`src/rtl/sar_pkg.sv`:
```
package sar_pkg;
  // index of the last bit resolved in a cycle
  function automatic int unsigned stop_index(input int unsigned width,
                                             input int unsigned short_width,
                                             input logic short_sel);
    return short_sel ? (width - short_width) : 0;
  endfunction
endpackage

```
`src/rtl/sar_seq_ctrl.sv`:
```
module sar_seq_ctrl #(
  parameter int W  = 12,
  parameter int SW = 8
) (
  input  logic         clk,
  input  logic         rst,
  input  logic         start_i,
  input  logic         short_i,
  output logic         busy_o,
  output logic         eoc_o,
  output logic         load_o,
  output logic         done_o,
  output logic [W-1:0] ptr_oh_o
);
  import sar_pkg::*;
  localparam int IW = $clog2(W);

  logic          busy_q, eoc_q;
  logic [IW-1:0] idx_q, stop_q;

  assign load_o = !busy_q && start_i;
  assign done_o = busy_q && (idx_q == stop_q);

  always_ff @(posedge clk) begin
    if (rst) begin
      busy_q <= 1'b0;
      eoc_q  <= 1'b0;
      idx_q  <= '0;
      stop_q <= '0;
    end else begin
      eoc_q <= 1'b0;
      if (load_o) begin
        busy_q <= 1'b1;
        idx_q  <= IW'(W - 1);
        stop_q <= IW'(stop_index(W, SW, short_i));
      end else if (busy_q) begin
        if (idx_q == stop_q) begin
          busy_q <= 1'b0;
          eoc_q  <= 1'b1;
        end else begin
          idx_q <= idx_q - 1'b1;
        end
      end
    end
  end

  for (genvar i = 0; i < W; i++) begin : g_ptr
    assign ptr_oh_o[i] = busy_q && (idx_q == IW'(i));
  end

  assign busy_o = busy_q;
  assign eoc_o  = eoc_q;
endmodule

```
`src/rtl/sar_code_reg.sv`:
```
module sar_code_reg #(
  parameter int W = 12
) (
  input  logic         clk,
  input  logic         rst,
  input  logic         load_i,
  input  logic         done_i,
  input  logic         cmp_i,
  input  logic [W-1:0] ptr_oh_i,
  output logic [W-1:0] code_q_o,
  output logic [W-1:0] code_d_o
);
  logic [W-1:0] code_q, code_d;

  for (genvar i = 0; i < W; i++) begin : g_bit
    logic next_trial;
    if (i < W - 1) begin : g_lower
      assign next_trial = ptr_oh_i[i+1] && !done_i;
    end else begin : g_top
      assign next_trial = 1'b0;
    end

    always_comb begin
      if (load_i)           code_d[i] = (i == W - 1);
      else if (ptr_oh_i[i]) code_d[i] = !cmp_i;
      else if (next_trial)  code_d[i] = 1'b1;
      else                  code_d[i] = code_q[i];
    end
  end

  always_ff @(posedge clk) begin
    if (rst) code_q <= '0;
    else     code_q <= code_d;
  end

  assign code_q_o = code_q;
  assign code_d_o = code_d;
endmodule

```
`src/rtl/sar_seq.sv`:
```
module sar_seq #(
  parameter int W  = 12,
  parameter int SW = 8
) (
  input  logic         clk,
  input  logic         rst,
  input  logic         start_i,
  input  logic         short_i,
  input  logic         cmp_i,
  output logic [W-1:0] trial_o,
  output logic         busy_o,
  output logic         eoc_o,
  output logic [W-1:0] result_o
);
  logic         load, done;
  logic [W-1:0] ptr_oh, code_q, code_d, result_q;

  sar_seq_ctrl #(.W(W), .SW(SW)) u_ctrl (
    .clk(clk), .rst(rst), .start_i(start_i), .short_i(short_i),
    .busy_o(busy_o), .eoc_o(eoc_o), .load_o(load), .done_o(done),
    .ptr_oh_o(ptr_oh)
  );

  sar_code_reg #(.W(W)) u_code (
    .clk(clk), .rst(rst), .load_i(load), .done_i(done), .cmp_i(cmp_i),
    .ptr_oh_i(ptr_oh), .code_q_o(code_q), .code_d_o(code_d)
  );

  always_ff @(posedge clk) begin
    if (rst || load) result_q <= '0;
    else if (done)   result_q <= code_d;
  end

  assign trial_o  = code_q;
  assign result_o = result_q;
endmodule

```
`config.mk`:
```
export PLATFORM = sky130hd
export DESIGN_NAME = sar_seq
export DESIGN_NICKNAME = d
export VERILOG_FILES = /design/src/rtl/sar_pkg.sv /design/src/rtl/sar_seq_ctrl.sv /design/src/rtl/sar_code_reg.sv /design/src/rtl/sar_seq.sv
export SDC_FILE = /design/constraint.sdc
export NUM_CORES = 1
export LEC_CHECK = 0
export CAP_MARGIN = 20
export CORE_ASPECT_RATIO = 1.2
export CORE_MARGIN = 5
export CORE_UTILIZATION = 52
export DETAILED_ROUTE_END_ITERATION = 8
export PLACE_DENSITY = 0.94
export SLEW_MARGIN = 20
export SYNTH_ARGS = -nofsm -noshare
export SYNTH_HDL_FRONTEND = slang
export SYNTH_SLANG_ARGS = --single-unit
export TNS_END_PERCENT = 10
```
`constraint.sdc`:
```
create_clock -name clk -period 6.4 [get_ports clk]
set_input_delay 0.64 -clock clk [delete_from_list [all_inputs] [get_ports clk]]
set_output_delay 0.64 -clock clk [all_outputs]
set_load 0.02 [all_outputs]
```
# Word-level counts from Yosys, hierarchy flattened
# Cells that the tools add are included.
classes:
  add_sub_neg: 1
  mul: 0
  n_div: 0
  n_lt_le_gt_ge: 0
  n_eq_ne: 13
  shift: 0
  n_mux: 43
  bitwise: 2
  n_reduce_logical: 35
ops:
  columns: ["operator", "count"]
  rows:
  - ["$mux W1", 39]
  - ["$logic_and A1 B1 Y1", 25]
  - ["$eq A4 B3 Y1 const B", 4]
  - ["$eq A4 B4 Y1 const B", 4]
  - ["$mux W4", 3]
  - ["$eq A4 B2 Y1 const B", 2]
  - ["$eq A4 B1 Y1 const B", 1]
  - ["$eq A4 B4 Y1", 1]
  - ["$logic_not A4 Y1", 1]
  - ["$reduce_and A2 Y1", 2]
  - ["$sub A4 B1 Y4 const B", 1]
  - ["$logic_not A1 Y1", 3]
  - ["$mux W3", 1]
  - ["$reduce_or A3 Y1", 1]
  - ["$ne A2 B2 Y1 const B", 1]
  - ["$not A1 Y1", 2]
  - ["$reduce_bool A2 Y1", 1]
  - ["$reduce_or A2 Y1", 1]
  - ["$logic_or A1 B1 Y1", 1]
totals:
  regBits: 34
  latchBits: 0
  mem_bits_rw: 0
  rom_bits: 0
  inputBits: 5
  out_inout_bits: 26
  word_cells: 101
  n_memories: 0

# Depth between registers and ports, before layout
depth:
  ltp_word: 7
  ltp_mapped: 8

# Modules after synthesis
# A second synthesis with hierarchy kept.
unflattened:
  cells_unflattened: 167
  hier_area_um2: 1552.7
by_module_without_submodules:
  columns: ["module", "instances", "cells_each", "area_each_um2", "seq_area_each_um2"]
  rows:
  - ["sar_code_reg", 1, 76, 680.7, 240.2]
  - ["sar_seq_ctrl", 1, 52, 444.2, 140.1]
  - ["sar_seq", 1, 39, 427.9, 240.2]

# Worst setup path before layout
# OpenSTA, ideal clock, no wires.
synth_timing:
  path_kind: "register to register"
  from: "reg u_ctrl.busy_q, in the netlist u_ctrl.busy_o"
  to: "reg result_q[1], in the netlist result_o[1]"
  setup_ns: 0.070
  t_arrival_ns: 2.083
  t_required_ns: 6.330
  setup_slack_ns: 4.247
  stages_incl_launch_ff: 7
  n_path_buf: 2
  cell_sequence: "dfxtp_1 > or3b_1 > buf_2 > or3_1 > clkbuf_2 > or4_1 > a21oi_1"
synth_between:
  elab_chain_cells: 6
  word_cells_on_any_way: 11
  classes_between: "mux: 3; reduce/logical: 8"
synth_lines:
  columns: ["element", "line_no", "source"]
  rows:
  - ["start, declared", "sar_seq_ctrl.sv:18", "logic busy_q, eoc_q;"]
  - ["start signal, assigned", "sar_seq_ctrl.sv:26", "busy_q <= 1'b0;"]
  - ["start signal, assigned", "sar_seq_ctrl.sv:33", "busy_q <= 1'b1;"]
  - ["start signal, assigned", "sar_seq_ctrl.sv:38", "busy_q <= 1'b0;"]
  - ["$logic_and A1 B1 Y1", "sar_seq_ctrl.sv:22", "assign done_o = busy_q && (idx_q == stop_q);"]
  - ["$logic_not A1 Y1", "sar_code_reg.sv:18", "assign next_trial = ptr_oh_i[i+1] && !done_i;"]
  - ["$logic_and A1 B1 Y1", "sar_code_reg.sv:18", null]
  - ["$mux W1", "sar_code_reg.sv:26", "else if (next_trial) code_d[i] = 1'b1;"]
  - ["$mux W1", "sar_code_reg.sv:25", "else if (ptr_oh_i[i]) code_d[i] = !cmp_i;"]
  - ["$mux W1", "sar_code_reg.sv:24", "if (load_i) code_d[i] = (i == W - 1);"]
  - ["end signal, assigned", "sar_seq.sv:31", "else if (done) result_q <= code_d;"]
  - ["end, declared", "sar_seq.sv:16", "logic [W-1:0] ptr_oh, code_q, code_d, result_q;"]
# Parallel ways exist; a longest one is shown, timed or not.
# A chain may end at the register's enable or synchronous reset.

# Worst setup path in the final report
# Ends and elaborated chain as after synthesis.

==> impl_metrics.csv <==
group,metric,value,unit
global_routing,grt_remaining_overflow,0,
floorplan,die_h,65.8,um
routing,antenna_left,0,
final_layout,antennaDiodeCount,0,
routing,dr.pass1.iters,5,
global_routing,antenna_found_initial,0,
routing,drc,0,
timing,setup_viol,0,
timing,tns,0,ps
global_routing,grtUsageTotal,0.189,
final_layout,syn_to_final_growth,26.9,%
floorplan,die_w,56.5,um
pwr,p_leak,0.585,nW
timing,clock_skew,3.78,ps
yosys,syn-num-nets,163,
clock_tree,insertion_delay,330,ps
place,dp_hpwl,2390,um
yosys,netlist_area,1350,um^2
critical_path,crit_path_top_delay_cell,"dfxtp_1",
pwr,seqPwrFrac,0.529,
yosys,ys_ff_latch,31,
pwr,powerDensity,236,nW/um^2
floorplan,num_rows,20,
final_layout,fin_nets,190,
critical_path,crit_required,6660,ps
place,place_area,1650,um^2
final_layout,final_area,1710,um^2
pwr,vdd_drop_max,0.000183,V
critical_path,ff2ff_setup_slack,3840,ps
final_layout,layout_common_cells,"31 x dfxtp_1, 30 x clkdlybuf4s50_1, 16 x nor2_1",
clock_tree,htree_levels,2,
pwr,switching_share,0.281,
floorplan,ios,31,
timing,period_share,0.399,
min_path,hold_class,"flip-flop to flip-flop",
timing,grt_setup_unrepaired,"no",
timing,hold_violations,0,
yosys,syn_avg_cell_area,8.55,um^2
critical_path,endpoint,"result_o[1]$_SDFFE_PP0P_",
critical_path,startpoint,"u_ctrl.busy_o$_SDFF_PP0_",
critical_path,r2r_start,"u_ctrl.busy_o$_SDFF_PP0_",
floorplan,initial_core_util,0.535,
timing,max_slew_margin,0.564,
timing,fmax,391,MHz
routing,wl,3210,um
routing,wire_per_inst,14.7,um
yosys,yosysUniqueCellTypes,40,
yosys,synthCells,158,
critical_path,r2r-end,"result_o[1]$_SDFFE_PP0P_",
clock_tree,hold_buffers,0,
critical_path,slowest_delay,650,ps
timing,fin_crit,2560,ps
flow_run,drv_cap,0,
routing,vias,1269,
critical_path,critPathLaunchType,"flip-flop",
floorplan,core_area,2530,um^2
clock_tree,cts_setup_buffers,0,
yosys,yosys_warnings,0,
final_layout,num-fill-cells,215,
clock_tree,clockBufferDepth,2,
clock_tree,cts_sinks,31,
place,place_congestion,0.930,
clock_tree,cts_resized,0,
place,portBuffers,30,
critical_path,crit_type,"flip-flop to flip-flop",
clock_tree,cts.clk_slew.worst_paths,90,ps
timing,drv_slew,0,
critical_path,cp_max_fo,17,
critical_path,crit_arrival,2810,ps
final_layout,drive_gt1_frac,0.0538,
global_routing,grt_pass1_wl,5430,um
timing,worstMarginPinSlew,651,ps
clock_tree,cts_tree,"done",
routing,vias_per_cell,5.79,
clock_tree,clockRootBuffer,"clkbuf_4",
pwr,p_int,0.000291,W
critical_path,r2r.worst_path.cells,4,
global_routing,grt_pass1_vias,1202,
pwr,p_sw,0.000114,W
pwr,p_comb_frac,0.157,
yosys,ys_seq_area_frac,0.459,
critical_path,cp-end-kind,"flip-flop",
routing,drt_iter0_markers,55,
critical_path,worstPathCellList,"or3b_1, or3_1, or4_1, a21oi_1",
final_layout,layout_commonest_cell,"dfxtp_1",
run_status,status,"completed",
global_routing,grt_max_degree,18,
pwr,clkPwrFrac,0.314,
floorplan,dieArea,3720,um^2
clock_tree,cts_buffers,5,
## worst min-delay path by stage
stage	startpoint	endpoint	slack (ps)	cells past startpoint
CTS	result_o[3]$_SDFFE_PP0P_	result_o[3]$_SDFFE_PP0P_	460	2
finish	result_o[3]$_SDFFE_PP0P_	result_o[3]$_SDFFE_PP0P_	460	2
detailed placement	result_o[3]$_SDFFE_PP0P_	result_o[3]$_SDFFE_PP0P_	450	2
global route	result_o[3]$_SDFFE_PP0P_	result_o[3]$_SDFFE_PP0P_	480	2
floorplan	u_ctrl.stop_q[2]$_SDFFE_PP0P_	u_ctrl.stop_q[2]$_SDFFE_PP0P_	490	2
global placement	result_o[3]$_SDFFE_PP0P_	result_o[3]$_SDFFE_PP0P_	440	2
## metal layers
metal,up-vias,wire (um),GRT usage
met5,-,0,0
met4,0,80,0.101
met3,12,261,0.0703
met2,56,1550,0.298
met1,581,1320,0.222
li1,620,-,-
## logic make-up after synthesis
family	synth area share
AOI/OAI and AO/OA	0.206
xor gates and xnor gates	0.0194
buffers and inverters	0.0463
DFF	0.459
muxes	0.0306
and+or+nand+nor	0.238
## registers in the layout (all words and copies together), names as in the netlist
name and cells:
u_ctrl.idx_q 4, u_ctrl.eoc_o 1, u_ctrl.stop_q 1, u_ctrl.busy_o 1, result_o 12, u_code.code_q_o 12
## worst max-delay path, delay by kind of cell (launching register included)
family,cells,cell delay [ps]
flip-flops,1,650
AND/OR/NAND/NOR,3,1700
AO/OA/AOI/OAI,1,140
## power groups by stage
| stage | clock network [W] | logic (W) | registers [W] |
|---|---|---|---|
| after floorplan | 0 | 0.0000456 | 0.000216 |
| after global placement | 0 | 0.0000617 | 0.000217 |
| after detailed placement | 0 | 0.0000629 | 0.000218 |
| after CTS | 0.000129 | 0.0000631 | 0.000213 |
| after global routing | 0.000138 | 0.0000699 | 0.000216 |
| final | 0.000127 | 0.0000636 | 0.000214 |
## cell type report
cell class                      count  area (um^2)  area share
Multi-Input combinational cell    113          668       0.390
Sequential cell                    31          621       0.362
Timing Repair Buffer               30          300       0.175
Clock buffer                        8         68.8      0.0401
Tap cell                           33         41.3      0.0241
Inverter                            4         15.0     0.00876
## metrics by stage
step / cells / util / hold WS, ps / setup slack [ps] / power, W
after global placement: 211 / 0.651 / 445 / 4020 / 0.000279
after CTS: 219 / 0.678 / 460 / 3880 / 0.000405
after floorplan: 158 / - / 486 / 4250 / 0.000261
after global routing: 219 / 0.678 / 477 / 3670 / 0.000424
final: 219 / 0.678 / 459 / 3840 / 0.000404
after detailed placement: 211 / 0.651 / 447 / 3900 / 0.000281
## Yosys cell counts (all sizes together)
library cell  instances  area share
o31a                  1      0.0065
nor4                  1      0.0046
xnor2                 1      0.0065
clkbuf                8       0.023
nand2                11       0.031
buf                   2       0.012
nor4bb                1      0.0074
or2                   1      0.0046
o21a                  2       0.011
o21ai                11       0.041
o22a                  1      0.0065
or3b                  1      0.0065
xor2                  2       0.013
or4                   1      0.0056
o22ai                 2      0.0093
a41oi                 3       0.019
inv                   4       0.011
o31ai                 1      0.0056
or3                   4       0.019
mux2i                 3       0.022
o211ai                2       0.011
nor2                 16       0.044
a31oi                 2      0.0093
nor3b                 1      0.0056
nor2b                 1      0.0046
a211oi                2       0.011
nand2b                6       0.028
dfxtp                31        0.46
and2                  3       0.014
nand3                 2      0.0074
o21bai                2       0.011
nor3                  9       0.037
a21oi                14       0.052
o221ai                2       0.013
nand4b                3       0.019
mux2                  1      0.0083
(Power assumes the default switching activity.)
